==> src/rtl/i2cm_pkg.sv <==
package i2cm_pkg;
  typedef enum logic [2:0] {
    OP_START = 3'd0,
    OP_WRITE = 3'd1,
    OP_RDACK = 3'd2,
    OP_RDNAK = 3'd3,
    OP_STOP  = 3'd4
  } op_e;

  typedef enum logic [2:0] {
    ST_IDLE  = 3'd0,
    ST_START = 3'd1,
    ST_BIT   = 3'd2,
    ST_STOP  = 3'd3,
    ST_RESP  = 3'd4
  } st_e;
endpackage

==> src/rtl/i2cm_quarter_timer.sv <==
module i2cm_quarter_timer #(
  parameter int QW = 8
) (
  input  logic          clk,
  input  logic          rst_n,
  input  logic          clr,
  input  logic          hold,
  input  logic [QW-1:0] qlen,
  output logic          tick
);
  logic [QW-1:0] cnt;
  logic [QW:0]   nxt;
  logic          last;

  assign nxt  = {1'b0, cnt} + {{QW{1'b0}}, 1'b1};
  assign last = (nxt >= {1'b0, qlen});
  assign tick = last && !hold && !clr;

  always_ff @(posedge clk or negedge rst_n) begin
    if (!rst_n)       cnt <= '0;
    else if (clr)     cnt <= '0;
    else if (!hold)   cnt <= last ? '0 : nxt[QW-1:0];
  end
endmodule

==> src/rtl/i2cm_byte_shift.sv <==
module i2cm_byte_shift #(
  parameter int DW = 8
) (
  input  logic          clk,
  input  logic          rst_n,
  input  logic          load,
  input  logic [DW-1:0] load_val,
  input  logic          shift,
  input  logic          bit_in,
  output logic          msb,
  output logic [DW-1:0] data
);
  logic [DW-1:0] sr;

  always_ff @(posedge clk or negedge rst_n) begin
    if (!rst_n)      sr <= '0;
    else if (load)   sr <= load_val;
    else if (shift)  sr <= {sr[DW-2:0], bit_in};
  end

  assign msb  = sr[DW-1];
  assign data = sr;
endmodule

==> src/rtl/i2c_byte_master.sv <==
module i2c_byte_master
  import i2cm_pkg::*;
#(
  parameter int QW = 8,
  parameter int DW = 8
) (
  input  logic          clk,
  input  logic          rst_n,
  input  logic [QW-1:0] quarter_len,
  input  logic          pause,
  input  logic          cmd_valid,
  output logic          cmd_ready,
  input  logic [2:0]    cmd_op,
  input  logic [DW-1:0] cmd_data,
  output logic          rsp_valid,
  input  logic          rsp_ready,
  output logic [DW-1:0] rsp_data,
  output logic          rsp_ack,
  output logic          scl_drive_low,
  output logic          sda_drive_low,
  input  logic          sda_in
);
  localparam int IW = $clog2(DW + 1);
  localparam logic [IW-1:0] LAST_IDX = IW'(DW);

  st_e          st;
  op_e          op_q;
  logic [1:0]   q;
  logic [IW-1:0] idx;
  logic         bus_act, sda_rest, samp_q, ack_q;
  logic         tick, hold, cmd_fire, msb, bit_drive;
  logic         sh_load, sh_shift;
  logic [DW-1:0] sh_data;
  op_e          cop;

  assign cop = op_e'(cmd_op);

  // freeze only inside a byte, and only in a quarter with SCL low
  assign hold      = pause && (st == ST_BIT) && scl_drive_low;
  assign cmd_ready = (st == ST_IDLE) || (hold && cop == OP_STOP);
  assign cmd_fire  = cmd_valid && cmd_ready;

  i2cm_quarter_timer #(.QW(QW)) u_timer (
    .clk(clk), .rst_n(rst_n), .clr(cmd_fire), .hold(hold),
    .qlen(quarter_len), .tick(tick)
  );

  assign sh_load  = cmd_fire && (st == ST_IDLE) &&
                    (cop == OP_WRITE || cop == OP_RDACK || cop == OP_RDNAK);
  assign sh_shift = tick && (st == ST_BIT) && (q == 2'd3) && (idx != LAST_IDX);

  i2cm_byte_shift #(.DW(DW)) u_shift (
    .clk(clk), .rst_n(rst_n), .load(sh_load),
    .load_val((cop == OP_WRITE) ? cmd_data : {DW{1'b1}}),
    .shift(sh_shift), .bit_in(samp_q), .msb(msb), .data(sh_data)
  );

  assign bit_drive = (idx == LAST_IDX) ? (op_q == OP_RDACK)
                                       : ((op_q == OP_WRITE) && !msb);

  always_ff @(posedge clk or negedge rst_n) begin
    if (!rst_n) begin
      st <= ST_IDLE; op_q <= OP_START; q <= '0; idx <= '0;
      bus_act <= 1'b0; sda_rest <= 1'b0; samp_q <= 1'b1; ack_q <= 1'b0;
    end else if (st == ST_RESP) begin
      if (rsp_ready) st <= ST_IDLE;
    end else if (cmd_fire) begin
      q <= '0;
      case (cop)
        OP_START: st <= ST_START;
        OP_WRITE, OP_RDACK, OP_RDNAK: begin
          st <= ST_BIT; idx <= '0; op_q <= cop;
        end
        OP_STOP: if (bus_act) st <= ST_STOP;
        default: ;
      endcase
    end else if (tick) begin
      q <= q + 2'd1;
      case (st)
        ST_START: if (q == 2'd3) begin
          st <= ST_IDLE; bus_act <= 1'b1; sda_rest <= 1'b1;
        end
        ST_BIT: begin
          if (q == 2'd1) samp_q <= sda_in;
          if (q == 2'd3) begin
            if (idx == LAST_IDX) begin
              st <= ST_RESP; ack_q <= !samp_q; sda_rest <= bit_drive;
            end else begin
              idx <= idx + 1'b1;
            end
          end
        end
        ST_STOP: if (q == 2'd3) begin
          st <= ST_IDLE; bus_act <= 1'b0; sda_rest <= 1'b0;
        end
        default: ;
      endcase
    end
  end

  always_comb begin
    scl_drive_low = bus_act;
    sda_drive_low = bus_act && sda_rest;
    case (st)
      ST_START: case (q)
        2'd0:    begin scl_drive_low = bus_act; sda_drive_low = 1'b0; end
        2'd1:    begin scl_drive_low = 1'b0;    sda_drive_low = 1'b0; end
        2'd2:    begin scl_drive_low = 1'b0;    sda_drive_low = 1'b1; end
        default: begin scl_drive_low = 1'b1;    sda_drive_low = 1'b1; end
      endcase
      ST_BIT: begin
        scl_drive_low = (q == 2'd0) || (q == 2'd3);
        sda_drive_low = bit_drive;
      end
      ST_STOP: case (q)
        2'd0:    begin scl_drive_low = 1'b1; sda_drive_low = 1'b1; end
        2'd1:    begin scl_drive_low = 1'b0; sda_drive_low = 1'b1; end
        default: begin scl_drive_low = 1'b0; sda_drive_low = 1'b0; end
      endcase
      default: ;
    endcase
  end

  assign rsp_valid = (st == ST_RESP);
  assign rsp_data  = sh_data;
  assign rsp_ack   = ack_q;

  a_r8_frozen_lines: assert property (@(posedge clk) disable iff (!rst_n)
    (hold && !cmd_fire) |=> ($stable(scl_drive_low) && $stable(sda_drive_low)));

  a_r4_sda_steady_high: assert property (@(posedge clk) disable iff (!rst_n)
    (st == ST_BIT && !scl_drive_low) |=>
      (st != ST_BIT || scl_drive_low || $stable(sda_drive_low)));

  a_r10_rsp_held: assert property (@(posedge clk) disable iff (!rst_n)
    (rsp_valid && !rsp_ready) |=>
      (rsp_valid && $stable(rsp_data) && $stable(rsp_ack)));

  a_r10_no_cmd_while_rsp: assert property (@(posedge clk) disable iff (!rst_n)
    rsp_valid |-> !cmd_ready);

  a_r9_only_stop_midbyte: assert property (@(posedge clk) disable iff (!rst_n)
    (cmd_fire && st != ST_IDLE) |-> (cop == OP_STOP));
endmodule

==> config.mk <==
export PLATFORM = sky130hd
export DESIGN_NAME = i2c_byte_master
export DESIGN_NICKNAME = d
export VERILOG_FILES = /design/src/rtl/i2cm_pkg.sv /design/src/rtl/i2cm_quarter_timer.sv /design/src/rtl/i2cm_byte_shift.sv /design/src/rtl/i2c_byte_master.sv
export SDC_FILE = /design/constraint.sdc
export NUM_CORES = 1
export LEC_CHECK = 0
export ABC_AREA = 0
export BUFFER_PORTS_ARGS = -buffer_cell sky130_fd_sc_hd__buf_4
export CAP_MARGIN = 25
export CORE_MARGIN = 5
export CORE_UTILIZATION = 50
export CTS_CLUSTER_DIAMETER = 120
export CTS_CLUSTER_SIZE = 8
export DETAILED_ROUTE_END_ITERATION = 8
export HOLD_SLACK_MARGIN = 0.08
export PLACE_DENSITY = 0.73
export SYNTH_ARGS = -nofsm -noshare
export SYNTH_HDL_FRONTEND = slang
export SYNTH_SLANG_ARGS = --single-unit
==> constraint.sdc <==
create_clock -name clk -period 7.1 [get_ports clk]
set_clock_uncertainty 0.2 [all_clocks]
set_input_delay 0.355 -clock clk [delete_from_list [all_inputs] [get_ports clk]]
set_output_delay 0.355 -clock clk [all_outputs]
set_load 0.01 [all_outputs]
# ---- Word level (Yosys, flattened, before mapping)
# Index checks and enable logic that the tools add are counted.
dict set report word_totals {
  output_inout_bits 13
  elab_cells 125
  regBits 32
  inputBits 25
}
dict set report classes {
  order_cmp 1
  n_eq_ne 28
  n_bitwise 2
  mux 37
  n_addsub 3
  n_reduce_logical 44
}
# op n
set ops {}
lappend ops {{$mux W8} 6}
lappend ops {{$mux W3} 8}
lappend ops {{$mux W4} 6}
lappend ops {{$reduce_and A6 Y1} 3}
lappend ops {{$reduce_and A8 Y1} 2}
lappend ops {{$eq A3 B2 Y1 const B} 5}
lappend ops {{$logic_and A1 B1 Y1} 13}
lappend ops {{$ne A2 B1 Y1 const B} 5}
lappend ops {{$reduce_bool A2 Y1} 5}
lappend ops {{$add A8 B1 Y9 const B} 1}
lappend ops {{$eq A3 B1 Y1 const B} 3}
lappend ops {{$ge A9 B8 Y1} 1}
lappend ops {{$pmux W1 S3} 3}
lappend ops {{$pmux W3 S3} 1}
lappend ops {{$mux W1} 8}
lappend ops {{$ne A4 B3 Y1 const B} 2}
lappend ops {{$ne A4 B4 Y1 const B} 2}
lappend ops {{$eq A3 B3 Y1 const B} 2}
lappend ops {{$logic_not A3 Y1} 2}
lappend ops {{$ne A2 B2 Y1 const B} 3}
lappend ops {{$pmux W3 S2} 1}
lappend ops {{$reduce_bool A3 Y1} 2}
lappend ops {{$reduce_or A2 Y1} 3}
lappend ops {{$ne A5 B2 Y1 const B} 1}
lappend ops {{other kinds (17)} 27}

# ---- Longest topological paths before layout
dict set report logic_depth {
  word_depth 15
  mapped_depth 12
  mapped_depth_nobuf 11
}

# ---- Cells and area by module
# Synthesis repeated with hierarchy kept, for this count alone.
dict set report unflattened {
  hier_cells 247
  area_unflattened_um2 2279.7
}
# mod seq_area_each_um2 cells_per_inst n_inst area_each_um2
set modules_own_cells {}
lappend modules_own_cells {i2c_byte_master 401.6 128 1 1144.8}
lappend modules_own_cells {i2cm_quarter_timer 200.2 84 1 754.5}
lappend modules_own_cells {i2cm_byte_shift 200.2 35 1 380.4}

# ---- Worst setup path before layout
# OpenSTA, ideal clock, no wires.
dict set report synth_timing {
  kind {reg-to-reg}
  startpoint {register u_timer.cnt[0]}
  endpoint {register st[0]}
  path_stages_with_launch 12
  setup_time_ps 125
  slack_ps 4292
  required_ps 6775
  path_buffers 0
  arrival_ps 2483
  period_less_slack_ps 2808
  path_cell_list {dfrtp_1 ha_1 nand3_1 nor2_1 xor2_1 ha_1 nand3_1 o21bai_1 a211o_2 nand4_1 a21bo_1 mux2_2}
}
dict set report synth_between {
  elab_chain_cells 6
}
# element line
set synth_rtl {}
lappend synth_rtl {{start, declared} i2cm_quarter_timer.sv:11} ;# logic [QW-1:0] cnt;
lappend synth_rtl {{start signal, assigned} i2cm_quarter_timer.sv:22} ;# else if (!hold) cnt <= last ? '0 : nxt[QW-1:0];
lappend synth_rtl {{$add A8 B1 Y9} i2cm_quarter_timer.sv:15} ;# assign nxt = {1'b0, cnt} + {{QW{1'b0}}, 1'b1};
lappend synth_rtl {{$ge A9 B8 Y1} i2cm_quarter_timer.sv:16} ;# assign last = (nxt >= {1'b0, qlen});
lappend synth_rtl {{$logic_and A1 B1 Y1 (2 in series)} i2cm_quarter_timer.sv:17} ;# assign tick = last && !hold && !clr;
lappend synth_rtl {{$reduce_bool A3 Y1 (no line)} --}
lappend synth_rtl {{$reduce_and A8 Y1 (no line)} --}
lappend synth_rtl {{end signal, assigned} i2c_byte_master.sv:63} ;# st <= ST_IDLE; op_q <= OP_START; q <= '0; idx <= '0;
lappend synth_rtl {{end signal, assigned} i2c_byte_master.sv:66} ;# if (rsp_ready) st <= ST_IDLE;
lappend synth_rtl {{end signal, assigned} i2c_byte_master.sv:70} ;# OP_START: st <= ST_START;
lappend synth_rtl {{end, declared} i2c_byte_master.sv:26} ;# st_e st;
# No other way between the ends.
# A chain may end at the register's enable or synchronous reset.

# ---- Worst setup path after layout
dict set report layout_timing {
  startpoint {register u_timer.cnt[0]}
  endpoint {register st[1]}
}
# Same word-level chain as after synthesis.

==> flow_summary.ini <==
[outcome]
status = finished clean

[clock_network]
cts_buffer_depth = 2
cts_root_buffer = clkbuf_8
cts_tree = done
clkTransAtPathRegs_ns = 0.07
cts_resized = 0
clkLatencyLatePin_ns = 0.29
clock_sinks = 32
hold_buffers = 1
cts_buffers = 5
htreeDepth = 2
post_cts_buffers = 0

[finish]
areaGrowthSynthToFinish_pct = 18.3
n_fill_cell = 348
final_cell_mix = 38 x buf_4, 34 x nor2_1, 31 x dfrtp_1
drive_gt1_share_pct = 22.0
n_antenna_cell = 0
nNetsFinal = 302
final_common_cell = buf_4

[route]
num_vias = 1713
avgRoutedWirePerCell_um = 14.1
first_pass_iters = 5
avgViaCountPerCell = 5.46
drtIter0Drc = 123
ant_nets = 0
drt-total-wl_um = 4420
drcViolationCount = 0

[critical_path]
reg2reg_depth = 11
cp_slowest_cell = dfrtp_1
cp_num_buf_inv = 0
max_stage_delay_ns = 0.41
worstPathCellList = ha_1, nand3_1, nor2_1, xor2_1, ha_1, a21oi_1, o22ai_1, a211o_2, nand4_1, a21bo_1, mux2_2
crit_cells = 11
critPathRequiredTime_ns = 7.08
critPathTopFamily = compound AO/OA/AOI/OAI gates
crit_fanout = 7
worst_setup_path_end_kind = flip-flop
path_class = flip-flop to flip-flop
cp.arrival_ns = 3.12
worst_setup_path_start_kind = flip-flop
cp_common_cell = ha_1

[sta]
finalSetupTns_ns = 0
finalWorstSetupSlack_ns = 3.97
period_share_pct = 44.1
maxSlewViolCount = 0
rsz0062_at_grt = false
slew_headroom_pct = 50.3
worst_slew_pin_slew_ns = 0.735
fmax_mhz = 319
setup_viol = 0
hold_viol_final = 0
period_needed_ns = 3.13

[global_route]
grt.busiest_layer = met2
grt.total_usage_pct = 17.7
grt_max_degree = 33
grt.met1_usage_pct = 23.1
antenna_found_initial = 0
overflow = 0
grt_pass1_wl_um = 7490
met3_usage_pct = 5.00
grt_pass1_vias = 1645
use_met2_pct = 28.0

[power_and_ir_drop]
p_leak_nw = 1.20
powerDensity_nw_per_um2 = 257
p_switching_mw = 0.228
p_sw_share_pct = 36.3
p_seq_share_pct = 40.8
peakVddDrop_v = 0.000126
power_frac_comb_pct = 35.9
p_clk_share_pct = 23.3
power.internal_mw = 0.401

[placed_design]
hpwlAfterDp_um = 3310
numPortBuffers = 37
place.gp.congestion = 0.821
pre_cts_slack_ns = 3.95

[floorplanning]
core_um2 = 4000
placementRows = 23
die_w_um = 74.3
die_area_um2 = 5520
start_util_pct = 51.7
ioPinCount = 38
dieHeight_um = 74.3

[flow_run]
max-cap-violations = 0

[hold_path]
holdCritPathClass = input port to flip-flop
holdPathStages = 2

[yosys]
yosys_warnings = 0
ys_types = 47
synth_seq_cells = 32
synthCells = 225
synth_nets = 264
synth.cell_area_um2 = 2070
ys_seq_area_share_pct = 38.8
avgSynthCellArea_um2 = 9.19
registers in the layout, summed over array words and instances (netlist names):
register,cells
bus_act,1
idx,4
op_q,3
q,2
rsp_ack,1
samp_q,1
sda_rest,1
st,3
u_shift.data,8
u_timer.cnt,8
logic make-up (layout without fill, tap and decap cells):
kind of cell    count (synthesis)  after routing  synth area share [%]
buf+inv                        22             61                  6.05
simple gates                   83             83                  19.6
mux                            12             12                  6.05
compound gates                 45             45                  13.9
flops                          32             32                  38.8
xor+xnor                       17             17                  7.20
fa+ha+maj                      14             14                  8.47
power groups by stage:
stage / Combinational (mW) / Clock, mW / Sequential (mW)
6_report: 0.226 / 0.146 / 0.257
5_1_grt: 0.256 / 0.158 / 0.261
4_1_cts: 0.228 / 0.151 / 0.257
3_5_place_dp: 0.225 / 0 / 0.260
3_3_place_gp: 0.224 / 0 / 0.258
2_1_floorplan: 0.172 / 0 / 0.244
synthesized netlist by cell type (all sizes together):
cell type | n | area [µm²]
nor3b | 2 | 15.0
clkbuf | 1 | 3.75
nand2b | 3 | 26.3
a32oi | 1 | 8.76
and2 | 2 | 13.8
or4 | 1 | 8.76
nor4 | 1 | 6.26
a31oi | 3 | 18.8
nand3b | 1 | 7.51
o31ai | 2 | 15.0
nor2b | 2 | 12.5
a2bb2oi | 1 | 8.76
xnor2 | 8 | 70.1
o21ai | 8 | 40.0
dfstp | 1 | 26.3
o211ai | 2 | 15.0
o31a | 1 | 8.76
a21o | 1 | 7.51
nor4b | 1 | 8.76
a211o | 3 | 28.8
nand2 | 14 | 52.6
o22ai | 1 | 6.26
o21a | 1 | 7.51
nor3 | 2 | 10.0
inv | 14 | 52.6
mux2i | 8 | 80.1
xor2 | 9 | 78.8
nor2 | 35 | 134
nand3 | 13 | 65.1
dfrtp | 31 | 776
mux2 | 4 | 45.0
and3 | 3 | 18.8
buf | 7 | 68.8
ha | 14 | 175
nand4 | 2 | 12.5
a21oi | 16 | 80.1
o221ai | 1 | 8.76
a22oi | 1 | 7.51
or4b | 1 | 13.8
a21bo | 1 | 10.0
o21bai | 2 | 15.0
worst paths after layout:
check / startpoint / to / slack, ns
worst max-delay path: u_timer.cnt[0] / st[1] / 3.97
worst min-delay path: sda_in / samp_q / 0.09
worst max register to register: u_timer.cnt[0] / st[1] / 3.97
worst min register to register: sda_rest / sda_rest / 0.30
max in group asynchronous: rst_n / samp_q / 6.04
min in group asynchronous: rst_n / st[2] / 0.33
through the flow:
step | power (mW) | instance area, µm² | util, % | hold WS [ns] | instances
floorplan | 0.417 | 2070 | - | -0.141 | 225
global placement | 0.483 | 2340 | 58.6 | 0.113 | 305
detailed placement | 0.485 | 2340 | 58.6 | 0.116 | 305
CTS | 0.636 | 2450 | 61.2 | 0.0876 | 314
global route | 0.675 | 2450 | 61.2 | 0.0946 | 314
finish | 0.629 | 2450 | 61.2 | 0.0931 | 314
final cells by class:
cell class	count	area, µm²	share of cell area [%]
Clock buffer	6	82.6	3.38
Clock inverter	2	10.0	0.409
Sequential cell	32	802	32.8
Timing Repair Buffer	39	295	12.1
Multi-Input combinational cell	171	1140	46.6
Tap cell	50	62.6	2.56
Inverter	14	52.6	2.15
layer usage:
metal	vias to the layer above	share of wire [%]
li1	859	-
met1	791	46
met2	56	45
met3	7	7.3
met4	0	1.4
met5	-	0
worst reg2reg max path: cells and delay by family (launching register included):
family                     cells  cell delay, ns
DFF                            1            0.41
xor gates and xnor gates       1            0.17
and+or+nand+nor                3            0.66
adders and majority gates      2            0.48
muxes                          1            0.33
AOI/OAI and AO/OA              4            0.78
Note: power is estimated with default switching activity, not from simulation.
